===== config.mk =====
export PLATFORM = sky130hd
export DESIGN_NAME = flash_iap_ctrl
export DESIGN_NICKNAME = d
export VERILOG_FILES = /design/src/rtl/iap_pkg.sv /design/src/rtl/iap_target.sv /design/src/rtl/iap_seq.sv /design/src/rtl/iap_array.sv /design/src/rtl/flash_iap_ctrl.sv
export SDC_FILE = /design/constraint.sdc
export NUM_CORES = 2
export LEC_CHECK = 0
export ABC_AREA = 1
export BUFFER_PORTS_ARGS = -buffer_cell sky130_fd_sc_hd__buf_2
export CAP_MARGIN = 20
export CELL_PAD_IN_SITES_DETAIL_PLACEMENT = 0
export CELL_PAD_IN_SITES_GLOBAL_PLACEMENT = 1
export CORE_ASPECT_RATIO = 0.9
export CORE_MARGIN = 4
export CORE_UTILIZATION = 40
export CTS_BUF_LIST = sky130_fd_sc_hd__clkbuf_2
export DETAILED_ROUTE_END_ITERATION = 8
export PLACE_DENSITY_LB_ADDON = 0.1
export SLEW_MARGIN = 10
export SYNTH_ARGS = -nofsm -noshare
export SYNTH_HDL_FRONTEND = slang
export SYNTH_SLANG_ARGS = --single-unit

===== constraint.sdc =====
create_clock -name clk -period 5.85 [get_ports clk]
set_input_delay 1.755 -clock clk [delete_from_list [all_inputs] [get_ports clk]]
set_output_delay 1.755 -clock clk [all_outputs]
set_load 0.005 [all_outputs]

===== src/rtl/iap_pkg.sv =====
package iap_pkg;
    localparam logic [2:0] RA_STAT = 3'd0;
    localparam logic [2:0] RA_CMD  = 3'd1;
    localparam logic [2:0] RA_ADL  = 3'd2;
    localparam logic [2:0] RA_ADH  = 3'd3;
    localparam logic [2:0] RA_DAT  = 3'd4;
    localparam logic [2:0] RA_CFG  = 3'd5;

    localparam logic [7:0] CMD_READ  = 8'h11;
    localparam logic [7:0] CMD_PROG  = 8'h22;
    localparam logic [7:0] CMD_ERASE = 8'h33;
    localparam logic [7:0] CMD_CHIP  = 8'h44;

    localparam int         CFG_EN_BIT = 6;
    localparam logic [2:0] LOCK_TOP   = 3'd4;

    typedef enum logic [1:0] {
        OP_NONE  = 2'd0,
        OP_PROG  = 2'd1,
        OP_ERASE = 2'd2,
        OP_CHIP  = 2'd3
    } op_e;
endpackage


===== src/rtl/iap_target.sv =====
module iap_target (
    input  logic [1:0] fetch_src,
    input  logic       ea_pin,
    input  logic [1:0] bank_sel,
    input  logic [2:0] addr_top,
    input  logic [2:0] lock0,
    input  logic [2:0] lock1,
    output logic       tgt_bank,
    output logic       tgt_locked,
    output logic       chip_ok
);
    import iap_pkg::*;

    logic overlay;
    logic src_ext;

    always_comb begin
        src_ext = fetch_src[1];
        unique case (bank_sel)
            2'b00:   overlay = ea_pin;
            2'b01:   overlay = 1'b1;
            default: overlay = 1'b0;
        endcase
        if (src_ext) begin
            tgt_bank = overlay && (addr_top == 3'd0);
        end else begin
            tgt_bank = ~fetch_src[0];
        end
        tgt_locked = tgt_bank ? (lock1 != 3'd0) : (lock0 != 3'd0);
        chip_ok    = src_ext && (lock0 != LOCK_TOP) && (lock1 != LOCK_TOP);
    end
endmodule


===== src/rtl/iap_seq.sv =====
module iap_seq #(
    parameter int PROG_CYC  = 4,
    parameter int ERASE_CYC = 12,
    parameter int CHIP_CYC  = 20
) (
    input  logic          clk,
    input  logic          rst_n,
    input  logic          start,
    input  iap_pkg::op_e  start_op,
    output logic          busy,
    output logic          last,
    output iap_pkg::op_e  op
);
    import iap_pkg::*;

    localparam int MAX_A = (PROG_CYC > ERASE_CYC) ? PROG_CYC : ERASE_CYC;
    localparam int MAX_C = (MAX_A > CHIP_CYC) ? MAX_A : CHIP_CYC;
    localparam int CW    = $clog2(MAX_C + 1);

    typedef struct packed {
        logic [CW-1:0] cnt;
        op_e           op;
    } seq_s;

    seq_s seq_d, seq_q;

    always_comb begin
        seq_d = seq_q;
        if (start) begin
            seq_d.op = start_op;
            unique case (start_op)
                OP_PROG:  seq_d.cnt = CW'(PROG_CYC);
                OP_ERASE: seq_d.cnt = CW'(ERASE_CYC);
                OP_CHIP:  seq_d.cnt = CW'(CHIP_CYC);
                default:  seq_d.cnt = CW'(0);
            endcase
        end else if (seq_q.cnt != '0) begin
            seq_d.cnt = seq_q.cnt - CW'(1);
            if (seq_q.cnt == CW'(1)) begin
                seq_d.op = OP_NONE;
            end
        end
    end

    always_ff @(posedge clk) begin
        if (!rst_n) begin
            seq_q <= '{cnt: '0, op: OP_NONE};
        end else begin
            seq_q <= seq_d;
        end
    end

    assign busy = (seq_q.cnt != '0);
    assign last = (seq_q.cnt == CW'(1));
    assign op   = seq_q.op;


    end_of_count_chk: assert property (@(posedge clk) disable iff (!rst_n)
        last |=> !busy);


    busy_holds_chk: assert property (@(posedge clk) disable iff (!rst_n)
        (busy && !last) |=> (busy && $stable(op)));


    start_when_idle_chk: assert property (@(posedge clk) disable iff (!rst_n)
        start |-> !busy);
endmodule


===== src/rtl/iap_array.sv =====
module iap_array #(
    parameter int AW = 6
) (
    input  logic          clk,
    input  logic          rst_n,
    input  logic          commit,
    input  iap_pkg::op_e  op,
    input  logic          bank,
    input  logic [AW-1:0] idx,
    input  logic [7:0]    wdata,
    input  logic          rd_bank,
    input  logic [AW-1:0] rd_idx,
    output logic [7:0]    rd_data
);
    import iap_pkg::*;

    localparam int DEPTH = 1 << AW;

    logic [7:0] bank_rd [2];

    for (genvar gb = 0; gb < 2; gb++) begin : g_bank
        logic [7:0] cells [DEPTH];
        logic       mine;

        assign mine = (bank == gb[0]);

        always_ff @(posedge clk) begin
            if (!rst_n) begin
                for (int i = 0; i < DEPTH; i++) cells[i] <= 8'hFF;
            end else if (commit) begin
                if ((op == OP_CHIP) || ((op == OP_ERASE) && mine)) begin
                    for (int i = 0; i < DEPTH; i++) cells[i] <= 8'hFF;
                end else if ((op == OP_PROG) && mine) begin
                    cells[idx] <= cells[idx] & wdata;
                end
            end
        end

        assign bank_rd[gb] = cells[rd_idx];
    end

    assign rd_data = rd_bank ? bank_rd[1] : bank_rd[0];
endmodule


===== src/rtl/flash_iap_ctrl.sv =====
module flash_iap_ctrl #(
    parameter int AW        = 6,
    parameter int PROG_CYC  = 4,
    parameter int ERASE_CYC = 12,
    parameter int CHIP_CYC  = 20
) (
    input  logic        clk,
    input  logic        rst_n,
    input  logic        reg_wr,
    input  logic [2:0]  reg_addr,
    input  logic [7:0]  reg_wdata,
    output logic [7:0]  reg_rdata,
    input  logic [1:0]  fetch_src,
    input  logic        ea_pin,
    input  logic [2:0]  lock_lvl0,
    input  logic [2:0]  lock_lvl1,
    output logic        fl_bank,
    output logic [15:0] fl_addr,
    output logic [7:0]  fl_wdata,
    output logic        fl_prog,
    output logic        fl_erase,
    output logic        fl_chip,
    output logic        sec_clr,
    output logic        osc_en
);
    import iap_pkg::*;

    typedef struct packed {
        logic [7:0] cfg;
        logic [7:0] adl;
        logic [7:0] adh;
        logic [7:0] dat;
        logic       rej;
        logic       done;
        logic       bank;
        logic       secc;
    } regs_s;

    regs_s r_d, r_q;

    logic        busy, last;
    op_e         cur_op;
    logic        start;
    op_e         start_op;
    logic        tgt_bank, tgt_locked, chip_ok;
    logic [15:0] addr_w;
    logic [7:0]  rd_data;
    logic        cmd_wr;

    assign addr_w = {r_q.adh, r_q.adl};

    iap_target u_target (
        .fetch_src  (fetch_src),
        .ea_pin     (ea_pin),
        .bank_sel   (r_q.cfg[1:0]),
        .addr_top   (r_q.adh[7:5]),
        .lock0      (lock_lvl0),
        .lock1      (lock_lvl1),
        .tgt_bank   (tgt_bank),
        .tgt_locked (tgt_locked),
        .chip_ok    (chip_ok)
    );

    iap_seq #(
        .PROG_CYC  (PROG_CYC),
        .ERASE_CYC (ERASE_CYC),
        .CHIP_CYC  (CHIP_CYC)
    ) u_seq (
        .clk      (clk),
        .rst_n    (rst_n),
        .start    (start),
        .start_op (start_op),
        .busy     (busy),
        .last     (last),
        .op       (cur_op)
    );

    iap_array #(.AW(AW)) u_array (
        .clk     (clk),
        .rst_n   (rst_n),
        .commit  (last),
        .op      (cur_op),
        .bank    (r_q.bank),
        .idx     (addr_w[AW-1:0]),
        .wdata   (r_q.dat),
        .rd_bank (tgt_bank),
        .rd_idx  (addr_w[AW-1:0]),
        .rd_data (rd_data)
    );

    assign cmd_wr = reg_wr && !busy && (reg_addr == RA_CMD);

    always_comb begin
        r_d      = r_q;
        start    = 1'b0;
        start_op = OP_NONE;
        r_d.secc = 1'b0;
        if (last) begin
            r_d.done = 1'b1;
            r_d.secc = (cur_op == OP_CHIP);
        end
        if (reg_wr && !busy) begin
            unique case (reg_addr)
                RA_ADL: r_d.adl = reg_wdata;
                RA_ADH: r_d.adh = reg_wdata;
                RA_DAT: r_d.dat = reg_wdata;
                RA_CFG: r_d.cfg = reg_wdata;
                RA_CMD: begin
                    r_d.rej  = 1'b0;
                    r_d.done = 1'b0;
                    if (r_q.cfg[CFG_EN_BIT]) begin
                        unique case (reg_wdata)
                            CMD_READ: begin
                                if (tgt_locked) begin
                                    r_d.rej = 1'b1;
                                end else begin
                                    r_d.dat  = rd_data;
                                    r_d.done = 1'b1;
                                end
                            end
                            CMD_PROG, CMD_ERASE: begin
                                if (tgt_locked) begin
                                    r_d.rej = 1'b1;
                                end else begin
                                    start    = 1'b1;
                                    start_op = (reg_wdata == CMD_PROG) ? OP_PROG : OP_ERASE;
                                    r_d.bank = tgt_bank;
                                end
                            end
                            CMD_CHIP: begin
                                if (!chip_ok) begin
                                    r_d.rej = 1'b1;
                                end else begin
                                    start    = 1'b1;
                                    start_op = OP_CHIP;
                                    r_d.bank = 1'b0;
                                end
                            end
                            default: r_d.rej = 1'b1;
                        endcase
                    end
                end
                default: ;
            endcase
        end
    end

    always_ff @(posedge clk) begin
        if (!rst_n) begin
            r_q <= '0;
        end else begin
            r_q <= r_d;
        end
    end

    always_comb begin
        unique case (reg_addr)
            RA_STAT: reg_rdata = {5'b0, r_q.done, r_q.rej, busy};
            RA_ADL:  reg_rdata = r_q.adl;
            RA_ADH:  reg_rdata = r_q.adh;
            RA_DAT:  reg_rdata = r_q.dat;
            RA_CFG:  reg_rdata = r_q.cfg;
            default: reg_rdata = 8'h00;
        endcase
    end

    assign fl_bank  = r_q.bank;
    assign fl_addr  = addr_w;
    assign fl_wdata = r_q.dat;
    assign fl_prog  = busy && (cur_op == OP_PROG);
    assign fl_erase = busy && (cur_op == OP_ERASE);
    assign fl_chip  = busy && (cur_op == OP_CHIP);
    assign sec_clr  = r_q.secc;
    assign osc_en   = busy;


    enable_off_chk: assert property (@(posedge clk) disable iff (!rst_n)
        (cmd_wr && !r_q.cfg[CFG_EN_BIT]) |=> (!busy && !r_q.rej));


    self_bank_chk: assert property (@(posedge clk) disable iff (!rst_n)
        ($rose(busy) && (cur_op != OP_CHIP) && !$past(fetch_src[1]))
        |-> (fl_bank != $past(fetch_src[0])));


    chip_from_ext_chk: assert property (@(posedge clk) disable iff (!rst_n)
        $rose(fl_chip) |-> $past(fetch_src[1]));


    busy_cfg_frozen_chk: assert property (@(posedge clk) disable iff (!rst_n)
        (busy && reg_wr) |=> ($stable(r_q.cfg) && $stable(r_q.adl) && $stable(r_q.dat)));


    lock_refusal_chk: assert property (@(posedge clk) disable iff (!rst_n)
        (cmd_wr && r_q.cfg[CFG_EN_BIT] && tgt_locked && (reg_wdata != CMD_CHIP))
        |=> (r_q.rej && !busy));
endmodule


==> results.cfg <==
[status]
status = completed

[place]
hpwl_um = 99400
dpl_worst_slack_ns = 1.12
portBuffers = 60
gp_congestion = 0.877

[flow_run]
maxCapViolations = 0

[clock_tree]
post_cts_resized = 0
clk_path_buf_depth = 4
cts_made_buffers = 306
cts_root_buf = clkbuf_2
clk_pin_slew_ns = 0.10
cts_tree = yes
clkLatencyLatePin_ns = 1.67
ctsHoldBuffers = 0
post-cts-setup-buffers = 0
clkSinkCount = 1073
cts_max_level = 5

[logic_synthesis]
synth_edf_count = 1024
synth_flop_cell = edfxtp_1
synth_area_per_cell_um2 = 9.46
ys_ff_latch = 1073
synth_commonest_cells = nand2_1 (2376), edfxtp_1 (1024), nand3_1 (908)
synth_area_um2 = 50900
synth_cells = 5384
ys_types = 39
syn-num-nets = 5409
synth_most_common_cell = nand2_1
async_reset_ff_share_pct = 0
synth_area_leaders = edfxtp_1 (60%), nand2_1 (18%), nand3_1 (8.9%)
seq_area_frac_synth_pct = 62.3
netlist.area_leader.share_pct = 60.4
yosysTopAreaCell = edfxtp_1
ys_warn_count = 0

[timing]
fmax_ghz = 0.192
period_needed_ns = 5.22
min_period_over_period_pct = 89.2
grt_setup_unrepaired = no
worst_slack_ns = 0.632
finClkSkew_ns = 0.131
hold_viol = 0
setup_tns_ns = 0
setup_viol = 0
maxSlewHeadroom_pct = 22.5
tightest_slew_ns = 1.16
slew_violations = 0

[global_route]
overflow = 0
grt_max_degree = 237
grt_util_met1_pct = 32.4
antenna_found_initial = 6
grt_pass1_vias = 37500
grt_util_met3_pct = 4.00
use_met2_pct = 37.3
top_usage_layer = met2
grt_pass1_wl_um = 234000
grt.total_usage_pct = 23.4

[power]
p_leak_nw = 18.6
combPwrFrac_pct = 11.1
p_clk_share_pct = 33.8
p_int_mw = 11.1
p_sw_share_pct = 29.1
switchingPower_mw = 4.55
sequentialPowerShare_pct = 55.1
p_per_area_nw_per_um2 = 286
vdd_drop_max_uv = 202

[drt]
vias_per_cell = 5.15
ant_nets = 0
wl_um = 158000
drtIter0Drc = 3108
wire_per_inst_um = 21.3
vias = 38200
drt_pass1_iterations = 6
drc = 0

[critical_path]
rrSetupSlack_ns = 1.84
start_kind = register
path_max_fanout = 9
critical_path_required_ns = 4.09
r2r_end = u_array.g_bank[1].cells[58][3]$_SDFFCE_PN1P_
worstSetupEndpointType = output port
worstSetupPathType = register to output port
worst_r2r_path_depth = 13
critPathArrivalTime_ns = 3.46

[floorplanning]
initial_core_util_pct = 40.5
io_pins = 61
die_x_um = 384
dieArea_um2 = 133000
rows = 123
core-area_um2 = 126000
die_h_um = 346

[finish]
layout.nets = 5551
drive_above_1_share_pct = 12.7
syn_to_final_growth_pct = 7.16
nFillCells = 12700

[min_path]
hp-class = input port to register
hp-start = reg_wdata[6]
hold_depth = 3
hold_end = fl_addr[14]$_SDFFE_PN0P_
through the flow:
stage | utilization, % | cells | total power, mW | hold WS, ns | cell area, um^2
detailed placement | 41.1 | 6828 | 10.5 | 0.485 | 51600
finish | 43.4 | 7416 | 15.6 | 0.513 | 54600
global placement | 41.0 | 6819 | 10.5 | 0.498 | 51600
global route | 43.4 | 7415 | 16.4 | 0.310 | 54600
CTS | 43.1 | 7329 | 15.8 | 0.262 | 54200
floorplan | - | 5384 | 9.94 | 0.444 | 50900
worst max path at each step:
stage / from / end / slack, ns / cells after the start
2_1_floorplan: reg_addr[2] / reg_rdata[0] / 1.64 / 3
3_3_place_gp: reg_addr[1] / reg_rdata[3] / 1.07 / 6
3_5_place_dp: reg_addr[1] / reg_rdata[0] / 1.12 / 6
4_1_cts: u_seq.seq_q[2]$_SDFFE_PN0P_ / reg_rdata[0] / 0.40 / 8
5_1_grt: u_seq.seq_q[2]$_SDFFE_PN0P_ / reg_rdata[0] / 0.22 / 8
6_report: u_seq.seq_q[2]$_SDFFE_PN0P_ / reg_rdata[0] / 0.63 / 8
sequential cells by signal, indices dropped and copies added (netlist names), named ones only:
register              cells
fl_addr                  16
fl_bank                   1
fl_wdata                  8
r_q                      10
sec_clr                   1
u_seq.seq_q               5
u_array.g_bank.cells   1024
u_seq.op                  2
final cells by class:
type	instances	area (um^2)	share of cell area, %
Antenna cell	10	25.0	0.0459
Timing Repair Buffer	225	1660	3.04
Sequential cell	1073	31700	58.2
Clock inverter	44	223	0.408
Tap cell	1687	2110	3.87
Inverter	136	537	0.984
Clock buffer	457	2290	4.19
Multi-Input combinational cell	3784	16000	29.3
logic make-up (layout without fill, tap and decap cells):
kind of cell | after synthesis | after routing | synth area share, %
buffers and inverters | 527 | 862 | 6.35
XOR/XNOR | 2 | 2 | 0.0344
adder cells (fa/ha/maj) | 2 | 2 | 0.0491
other | 0 | 10 | 0
AND/OR/NAND/NOR | 3552 | 3552 | 28.9
flip-flops | 1073 | 1073 | 62.3
AO/OA/AOI/OAI | 228 | 228 | 2.37
layout by cell type, fill, tap and decap left out, drive strengths merged, types with 2 or more instances in the layout:
master	count
clkbuf	480
nor3	27
nor4	2
nor2	212
nand3	908
a21oi	43
nand2	2392
a221oi	4
o21ai	164
ha	2
clkinv	40
inv	137
o2111ai	2
a22oi	4
nand4	6
buf	202
bufinv	2
o211ai	2
edfxtp	1024
a21boi	8
diode	10
nor3b	2
dfxtp	49
worst max-delay path, stage by stage, from the launching register on:
cell	delay (ns)
dfxtp_1	0.35
inv_1	0.09
ha_1	0.19
nand2_1	0.09
nor2_1	0.25
clkinv_1	0.33
a221oi_1	0.30
o21ai_0	0.15
buf_2	0.15
routing by layer:
layer / part of all wire (%) / vias up
met5: 0.0044 / -
met4: 3.0 / 2
met3: 5.7 / 269
met2: 47 / 1205
met1: 45 / 18300
li1: - / 18500
power groups by stage:
stage	Combinational, mW	Clock (mW)	Sequential, mW
final	1.73	5.28	8.62
after global routing	1.90	5.88	8.63
after CTS	1.71	5.46	8.62
after detailed placement	1.71	0	8.80
after global placement	1.70	0	8.80
after floorplan	1.18	0	8.76
(Power assumes the default switching activity.)
